### src/rtl/trc_ctl_pkg.sv
package trc_ctl_pkg;

  // word offsets (byte offset / 4)
  localparam int unsigned WOFS_SUPP  = 32'h000 >> 2;
  localparam int unsigned WOFS_CUR   = 32'h004 >> 2;
  localparam int unsigned WOFS_PRESC = 32'h010 >> 2;
  localparam int unsigned WOFS_PROTO = 32'h0F0 >> 2;
  localparam int unsigned WOFS_FSTAT = 32'h300 >> 2;
  localparam int unsigned WOFS_FCTL  = 32'h304 >> 2;
  localparam int unsigned WOFS_SYNC  = 32'h308 >> 2;
  localparam int unsigned WOFS_CLSET = 32'hFA0 >> 2;
  localparam int unsigned WOFS_CLCLR = 32'hFA4 >> 2;
  localparam int unsigned WOFS_DEVID = 32'hFC8 >> 2;

  localparam logic [31:0] SUPP_VALUE  = 32'h0000_000B;
  localparam logic [31:0] FSTAT_VALUE = 32'h0000_0008;
  localparam logic [31:0] FCTL_FORCED = 32'h0000_0102;
  localparam logic [31:0] DEVID_BASE  = 32'h0000_0CA0;
  localparam int unsigned FCTL_TRIG_BIT = 8;
  localparam int unsigned FCTL_CONT_BIT = 1;
  localparam logic [1:0]  PROTO_PARALLEL = 2'd0;
  localparam logic [1:0]  PROTO_RESET    = 2'd1;

  typedef enum logic [3:0] {
    RSEL_NONE,
    RSEL_SUPP,
    RSEL_CUR,
    RSEL_PRESC,
    RSEL_PROTO,
    RSEL_FSTAT,
    RSEL_FCTL,
    RSEL_SYNC,
    RSEL_CLSET,
    RSEL_CLCLR,
    RSEL_DEVID
  } reg_sel_e;

endpackage

### src/rtl/trc_ctl_decode.sv
module trc_ctl_decode
  import trc_ctl_pkg::*;
#(
  parameter int unsigned ADDR_W = 12
) (
  input  logic [ADDR_W-1:0] addr,
  output reg_sel_e          sel
);
  localparam int unsigned WADDR_W = ADDR_W - 2;

  logic [WADDR_W-1:0] waddr;
  logic [1:0]         unused_low;

  assign waddr      = addr[ADDR_W-1:2];
  assign unused_low = addr[1:0];

  always_comb begin
    sel = RSEL_NONE;
    if      (waddr == WADDR_W'(WOFS_SUPP))  sel = RSEL_SUPP;
    else if (waddr == WADDR_W'(WOFS_CUR))   sel = RSEL_CUR;
    else if (waddr == WADDR_W'(WOFS_PRESC)) sel = RSEL_PRESC;
    else if (waddr == WADDR_W'(WOFS_PROTO)) sel = RSEL_PROTO;
    else if (waddr == WADDR_W'(WOFS_FSTAT)) sel = RSEL_FSTAT;
    else if (waddr == WADDR_W'(WOFS_FCTL))  sel = RSEL_FCTL;
    else if (waddr == WADDR_W'(WOFS_SYNC))  sel = RSEL_SYNC;
    else if (waddr == WADDR_W'(WOFS_CLSET)) sel = RSEL_CLSET;
    else if (waddr == WADDR_W'(WOFS_CLCLR)) sel = RSEL_CLCLR;
    else if (waddr == WADDR_W'(WOFS_DEVID)) sel = RSEL_DEVID;
  end

endmodule

### src/rtl/trc_ctl_claim.sv
module trc_ctl_claim #(
  parameter int unsigned CLAIM_W = 4
) (
  input  logic               clk,
  input  logic               rst_n,
  input  logic               set_stb,
  input  logic               clr_stb,
  input  logic [CLAIM_W-1:0] mask,
  output logic [CLAIM_W-1:0] tag
);

  for (genvar b = 0; b < CLAIM_W; b++) begin : g_bit
    always_ff @(posedge clk or negedge rst_n) begin
      if (!rst_n)                     tag[b] <= 1'b0;
      else if (set_stb && mask[b])    tag[b] <= 1'b1;
      else if (clr_stb && mask[b])    tag[b] <= 1'b0;
    end
  end

  AST_CLAIM_SET: assert property (@(posedge clk) disable iff (!rst_n)
    set_stb |=> ((tag & $past(mask)) == $past(mask)) &&
                ((tag & ~$past(mask)) == ($past(tag) & ~$past(mask))));

  AST_CLAIM_CLR: assert property (@(posedge clk) disable iff (!rst_n)
    clr_stb |=> ((tag & $past(mask)) == '0) &&
                ((tag & ~$past(mask)) == ($past(tag) & ~$past(mask))));

endmodule

### src/rtl/trc_ctl_fmt.sv
module trc_ctl_fmt
  import trc_ctl_pkg::*;
#(
  parameter int unsigned DATA_W = 32
) (
  input  logic              clk,
  input  logic              rst_n,
  input  logic              wr_stb,
  input  logic              trig_in,
  input  logic              cont_in,
  input  logic              proto_parallel,
  output logic [DATA_W-1:0] rd_val,
  output logic              fmt_en
);
  logic trig_q, cont_q;

  always_ff @(posedge clk or negedge rst_n) begin
    if (!rst_n) begin
      trig_q <= FCTL_FORCED[FCTL_TRIG_BIT];
      cont_q <= FCTL_FORCED[FCTL_CONT_BIT];
    end else if (wr_stb) begin
      trig_q <= trig_in;
      cont_q <= cont_in;
    end
  end

  always_comb begin
    rd_val = '0;
    if (proto_parallel) begin
      rd_val = DATA_W'(FCTL_FORCED);
    end else begin
      rd_val[FCTL_TRIG_BIT] = trig_q;
      rd_val[FCTL_CONT_BIT] = cont_q;
    end
  end

  assign fmt_en = proto_parallel | cont_q;

  AST_FMT_HOLD: assert property (@(posedge clk) disable iff (!rst_n)
    !wr_stb |=> $stable(trig_q) && $stable(cont_q));

endmodule

### src/rtl/trc_ctl_regs.sv
module trc_ctl_regs
  import trc_ctl_pkg::*;
#(
  parameter int unsigned ADDR_W  = 12,
  parameter int unsigned DATA_W  = 32,
  parameter int unsigned WIDTH_W = 4,
  parameter int unsigned PRESC_W = 13,
  parameter int unsigned PROTO_W = 2,
  parameter int unsigned CLAIM_W = 4
) (
  input  logic               clk,
  input  logic               rst_n,
  input  logic               bus_sel,
  input  logic               bus_wr,
  input  logic [ADDR_W-1:0]  bus_addr,
  input  logic [DATA_W-1:0]  bus_wdata,
  output logic [DATA_W-1:0]  bus_rdata,
  input  logic               itrace_present,
  output logic [WIDTH_W-1:0] port_width_oh,
  output logic [PRESC_W-1:0] baud_div,
  output logic [PROTO_W-1:0] pin_proto,
  output logic               fmt_enable
);
  localparam logic [DATA_W-1:0] CLAIM_MASK = DATA_W'((64'd1 << CLAIM_W) - 1);
  localparam logic [WIDTH_W-1:0] WIDTH_RESET = WIDTH_W'(1);

  reg_sel_e          rsel;
  logic              wr_go, rd_go;
  logic [WIDTH_W-1:0] width_q;
  logic [PRESC_W-1:0] presc_q;
  logic [PROTO_W-1:0] proto_q;
  logic [CLAIM_W-1:0] claim_q;
  logic [DATA_W-1:0]  fctl_rd;
  logic               proto_par;
  logic [DATA_W-1:0]  rd_mux;
  logic               unused_wdata;

  assign wr_go        = bus_sel & bus_wr;
  assign rd_go        = bus_sel & ~bus_wr;
  assign unused_wdata = ^bus_wdata;

  trc_ctl_decode #(.ADDR_W(ADDR_W)) i_decode (
    .addr (bus_addr),
    .sel  (rsel)
  );

  always_ff @(posedge clk or negedge rst_n) begin
    if (!rst_n) begin
      width_q <= WIDTH_RESET;
      presc_q <= '0;
      proto_q <= PROTO_W'(PROTO_RESET);
    end else if (wr_go) begin
      case (rsel)
        RSEL_CUR:   width_q <= bus_wdata[WIDTH_W-1:0];
        RSEL_PRESC: presc_q <= bus_wdata[PRESC_W-1:0];
        RSEL_PROTO: proto_q <= bus_wdata[PROTO_W-1:0];
        default: ;
      endcase
    end
  end

  assign proto_par = (proto_q == PROTO_W'(PROTO_PARALLEL));

  trc_ctl_fmt #(.DATA_W(DATA_W)) i_fmt (
    .clk            (clk),
    .rst_n          (rst_n),
    .wr_stb         (wr_go && rsel == RSEL_FCTL),
    .trig_in        (bus_wdata[FCTL_TRIG_BIT]),
    .cont_in        (bus_wdata[FCTL_CONT_BIT]),
    .proto_parallel (proto_par),
    .rd_val         (fctl_rd),
    .fmt_en         (fmt_enable)
  );

  trc_ctl_claim #(.CLAIM_W(CLAIM_W)) i_claim (
    .clk     (clk),
    .rst_n   (rst_n),
    .set_stb (wr_go && rsel == RSEL_CLSET),
    .clr_stb (wr_go && rsel == RSEL_CLCLR),
    .mask    (bus_wdata[CLAIM_W-1:0]),
    .tag     (claim_q)
  );

  always_comb begin
    rd_mux = '0;
    case (rsel)
      RSEL_SUPP:  rd_mux = DATA_W'(SUPP_VALUE);
      RSEL_CUR:   rd_mux = DATA_W'(width_q);
      RSEL_PRESC: rd_mux = DATA_W'(presc_q);
      RSEL_PROTO: rd_mux = DATA_W'(proto_q);
      RSEL_FSTAT: rd_mux = DATA_W'(FSTAT_VALUE);
      RSEL_FCTL:  rd_mux = fctl_rd;
      RSEL_SYNC:  rd_mux = '0;
      RSEL_CLSET: rd_mux = CLAIM_MASK;
      RSEL_CLCLR: rd_mux = DATA_W'(claim_q);
      RSEL_DEVID: rd_mux = DATA_W'(DEVID_BASE) | DATA_W'(itrace_present);
      default:    rd_mux = '0;
    endcase
  end

  assign bus_rdata     = rd_go ? rd_mux : '0;
  assign port_width_oh = width_q;
  assign baud_div      = presc_q;
  assign pin_proto     = proto_q;

  AST_FCTL_FORCED: assert property (@(posedge clk) disable iff (!rst_n)
    (rd_go && rsel == RSEL_FCTL && pin_proto == '0) |-> bus_rdata == DATA_W'(FCTL_FORCED));

  AST_FMT_EN_PARALLEL: assert property (@(posedge clk) disable iff (!rst_n)
    (pin_proto == '0) |-> fmt_enable);

  AST_PROTO_HOLD: assert property (@(posedge clk) disable iff (!rst_n)
    !(wr_go && rsel == RSEL_PROTO) |=> $stable(pin_proto));

  AST_RO_WRITE_NO_EFFECT: assert property (@(posedge clk) disable iff (!rst_n)
    (wr_go && (rsel == RSEL_NONE || rsel == RSEL_SUPP || rsel == RSEL_FSTAT ||
               rsel == RSEL_SYNC || rsel == RSEL_DEVID))
    |=> $stable(port_width_oh) && $stable(baud_div) && $stable(pin_proto) &&
        $stable(fmt_enable) && $stable(claim_q));

  AST_IDLE_RDATA_ZERO: assert property (@(posedge clk) disable iff (!rst_n)
    !rd_go |-> bus_rdata == '0);

endmodule

### config.mk
export PLATFORM = sky130hd
export DESIGN_NAME = trc_ctl_regs
export DESIGN_NICKNAME = d
export VERILOG_FILES = /design/src/rtl/trc_ctl_pkg.sv /design/src/rtl/trc_ctl_decode.sv /design/src/rtl/trc_ctl_claim.sv /design/src/rtl/trc_ctl_fmt.sv /design/src/rtl/trc_ctl_regs.sv
export SDC_FILE = /design/constraint.sdc
export NUM_CORES = 1
export LEC_CHECK = 0
export ABC_AREA = 1
export BUFFER_PORTS_ARGS = -buffer_cell sky130_fd_sc_hd__buf_4
export CORE_UTILIZATION = 43
export CTS_CLUSTER_DIAMETER = 50
export DETAILED_ROUTE_END_ITERATION = 10
export PLACE_DENSITY = 0.87
export SYNTH_ARGS = -nofsm -noshare
export SYNTH_HDL_FRONTEND = slang
export SYNTH_SLANG_ARGS = --single-unit
export TNS_END_PERCENT = 100
### constraint.sdc
create_clock -name clk -period 2.97 [get_ports clk]
set_clock_uncertainty 0.05 [all_clocks]
set_input_delay 0.7425 -clock clk [delete_from_list [all_inputs] [get_ports clk]]
set_output_delay 0.7425 -clock clk [all_outputs]
set_load 0.02 [all_outputs]
==> results.md <==
* TritonCTS clock tree: built
* Critical Path RT at 2.18 ns
* CP Class: input port to primary output
* Combinational share of power at roughly 18%
* DR WL/cell at approximately 14 um
* Largest net degree at the start of global routing at 26
* Placer Congestion at between 0.8 and 0.9
* Worst-path cell chain: buf_6, nor2_4, nand2_2, nor2_4, nand2_2, nand2_2, inv_2, nand2_2, nand2_2, nand3_2, nor2_1, nand2_1, nand2_4, buf_12, nor2_4, buf_6
* Tmin final at a little over 3 ns
* Worst vdd ir at approximately 0.25 mV
* Final net count at between 300 and 400
* Area of the multi-input gates at approximately 1100 sq um
* Prevailing post-synth register cell: dfrtp_1
* Nature of the critical path endpoint: primary output
* Area Growth Syn to Fin at 47.63%
* EDFF count, synth at 0
* CORE AREA at roughly 4000 sq um
* Critical path's top delay family: simple AND/OR/NAND/NOR gates
* Share of cells above drive strength 1 at 47.04%
* Vias in the first global route at 1806
* # port buffers at 60
* Die X at 67.11 um
* Max Root-Sink Buffers at 2
* DRT Pass-1 Iters at 4
* Worst path slowest cell: nor2_4
* Syn Inst Count at 256
* Synth top cells by count: nand2_1 (69), inv_1 (26), nor2_1 (25)
* GR Overflow Total at 0
* Final slew viol count at 0
* Clk pwr share at 30.6%
* Violated checks: setup timing
* # clock sinks at 25
* Mapped Avg Cell Area at 7.121 sq um
* Site row count at 23
* Sequential area share after synthesis at around 35%
* Die height at approximately 67 um
* Cell Pwr Density at 250.8 nW/um^2
* Max Cap Violations at 0
* Clock slew at the register clock pins of the worst setup and hold paths at 0.10 ns
* Pre-CTS WS at -0.1065 ns
* Hpwl dp at about 3600 um
* Most frequent cell after synthesis: nand2_1
* Max FO, Critical Path at 5
* H-tree levels at 1
* Sequential cell area at approximately 630 sq um
* Initial core utilization at a little under half
* Antenna diodes at 0
* Final Core Density at approximately two thirds
* Final setup vio count at 12
* Routed vias at roughly 1900
* Most frequent CP cell: nand2_2
* # DRC at 0
* Status: finished, violations left
* Worst hold path type: input port to async pin
* Fin crit share at 103.7%
* Cts hold-fix bufs at 0
* RSZ-0062 raised after global routing: true
* Synthesized area at about 1800 sq um
* Routed Antenna Nets at 0
* Switching power at 0.0001918 W
* Drt via density at approximately 5
* Die area at roughly 4500 sq um
* Count of cell types in the netlist at 26
* Sw frac at 28.42%
* P_leak at 1.406 nW
* Yosys top cell by area: dfrtp_1
* Yosys warnings at 0
* Setup WS post-layout at -0.1104 ns
* Max Freq at between 300 and 400 MHz
* Power Total at slightly below 0.0007 W
* CP Data Arrival Time at about 2.3 ns
* Root buf cell: clkbuf_8
* Crit path buf inv count at 4
* Dpl cells at between 300 and 400
* Worst Setup Start Kind: input port
* Flop pwr share at 51.4%
* Global-route wire length before repair at between 7000 and 8000 um
* Area fraction of the dominant cell type after synthesis at between 20% and 30%
* Final hold violation count at 0
* Yosys reg bits at 25
* Fillcell total at ~320
* Total GRT Usage at 23.16%
* Num CTS Buffers at 3
* Clock latency at the later pin of the worst-skew pair at around 0.26 ns
* WL final at approximately 5300 um
* Internal at slightly below 0.0005 W
* Ys async rst share at 100.0%
* Final Non-Filler Cells at just under 400
* Initial antenna violation count at 0
* Starting DRT DRC Count at 94
* Critical path's largest stage delay at between 0.15 and 0.2 ns
* Worst hold slack at ~0.30 ns
* Num ports at 101
* Top cells by area, synth: dfrtp_1 (29%), nand2_1 (14%), buf_4 (7.8%)
-- area by class of cell --
type	count	area share, %
timing repair buffer	82	26.17
clock buffer	3	1.534
tap	50	2.325
multi-input combinational	194	41.70
inverter	33	4.649
sequential	25	23.43
clock inverter	1	0.1860
-- per-layer routing --
layer / global-route usage, % / wire length (um) / up-vias
met5: 0 / 0 / -
met4: 9.309 / 85 / 0
met3: 2.740 / 236 / 10
met2: 42.75 / 2883 / 85
met1: 26.67 / 2066 / 925
li1: - / - / 928
-- layout by cell type (no fill, tap or decap) --
| master | instances |
|---|---|
| nand2_1 | 58 |
| nand4_1 | 4 |
| a211oi_1 | 1 |
| dfrtp_1 | 21 |
| nor3_4 | 1 |
| a31oi_2 | 1 |
| nand3_1 | 9 |
| buf_16 | 1 |
| buf_4 | 65 |
| nand3_2 | 6 |
| dfstp_2 | 4 |
| a21oi_1 | 6 |
| conb_1 | 19 |
| buf_12 | 1 |
| o21ai_0 | 18 |
| buf_6 | 15 |
| inv_2 | 8 |
| inv_1 | 23 |
| nand2_2 | 15 |
| clkinv_2 | 2 |
| or2_2 | 1 |
| clkinv_1 | 1 |
| nor2_2 | 7 |
| a221oi_1 | 1 |
| mux2_2 | 8 |
| clkbuf_8 | 3 |
| nor2_4 | 20 |
| nand2_4 | 1 |
| nor2_1 | 18 |
-- power groups by stage --
stage / combinational [W] / clock, W / sequential (W)
2_1_floorplan: 0.0000686 / 0 / 0.000355
3_3_place_gp: 0.000106 / 0 / 0.000353
3_5_place_dp: 0.000108 / 0 / 0.000353
4_1_cts: 0.000114 / 0.000202 / 0.000347
5_1_grt: 0.000134 / 0.000220 / 0.000347
6_report: 0.000122 / 0.000207 / 0.000347
-- timing repair --
action / 4_1_cts / 5_1_grt
resized for setup: 37 / 23
cloned: 1 / 0
pin swaps: 10 / 13
setup buffers: 2 / 1
setup endpoints to repair: 12 / 12
-- sequential cells by signal, summed over array words and instances (netlist names) --
| register | cells |
|---|---|
| baud_div | 13 |
| i_claim.tag | 4 |
| port_width_oh | 4 |
| pin_proto | 2 |
| i_fmt.cont_q | 1 |
| i_fmt.trig_q | 1 |
-- path summary, 6_finish.rpt --
path                            slack [ns]        endpoint            from  depth (start not counted)
worst max-delay path                 -0.11   bus_rdata[10]    bus_addr[11]                         16
worst min-delay path                  0.30     baud_div[9]           rst_n                          1
worst max register to register        2.11    baud_div[12]    baud_div[12]                          1
worst min register to register        0.47  i_claim.tag[1]  i_claim.tag[1]                          2
max in group asynchronous             2.26    pin_proto[0]           rst_n                          1
min in group clk                      0.47  i_claim.tag[1]  i_claim.tag[1]                          2
-- cell families (layout without fill, tap and decap cells) --
logic type | after synthesis | after routing | share of synthesized area (%)
DFF | 25 | 25 | 34.59
AOI/OAI and AO/OA | 27 | 27 | 7.825
buffers and inverters | 55 | 119 | 16.13
other | 1 | 19 | 0.2057
and+or+nand+nor | 140 | 140 | 36.31
muxes | 8 | 8 | 4.942
-- stage by stage --
step | cell area, sq um | TNS [ns]
final | 2691 | -0.9701
after global routing | 2691 | -1.994
after CTS | 2610 | -0.3606
after detailed placement | 2382 | -1.005
after global placement | 2382 | -0.5709
after floorplan | 1891 | 0
Note: power is estimated with default switching activity, not from simulation.
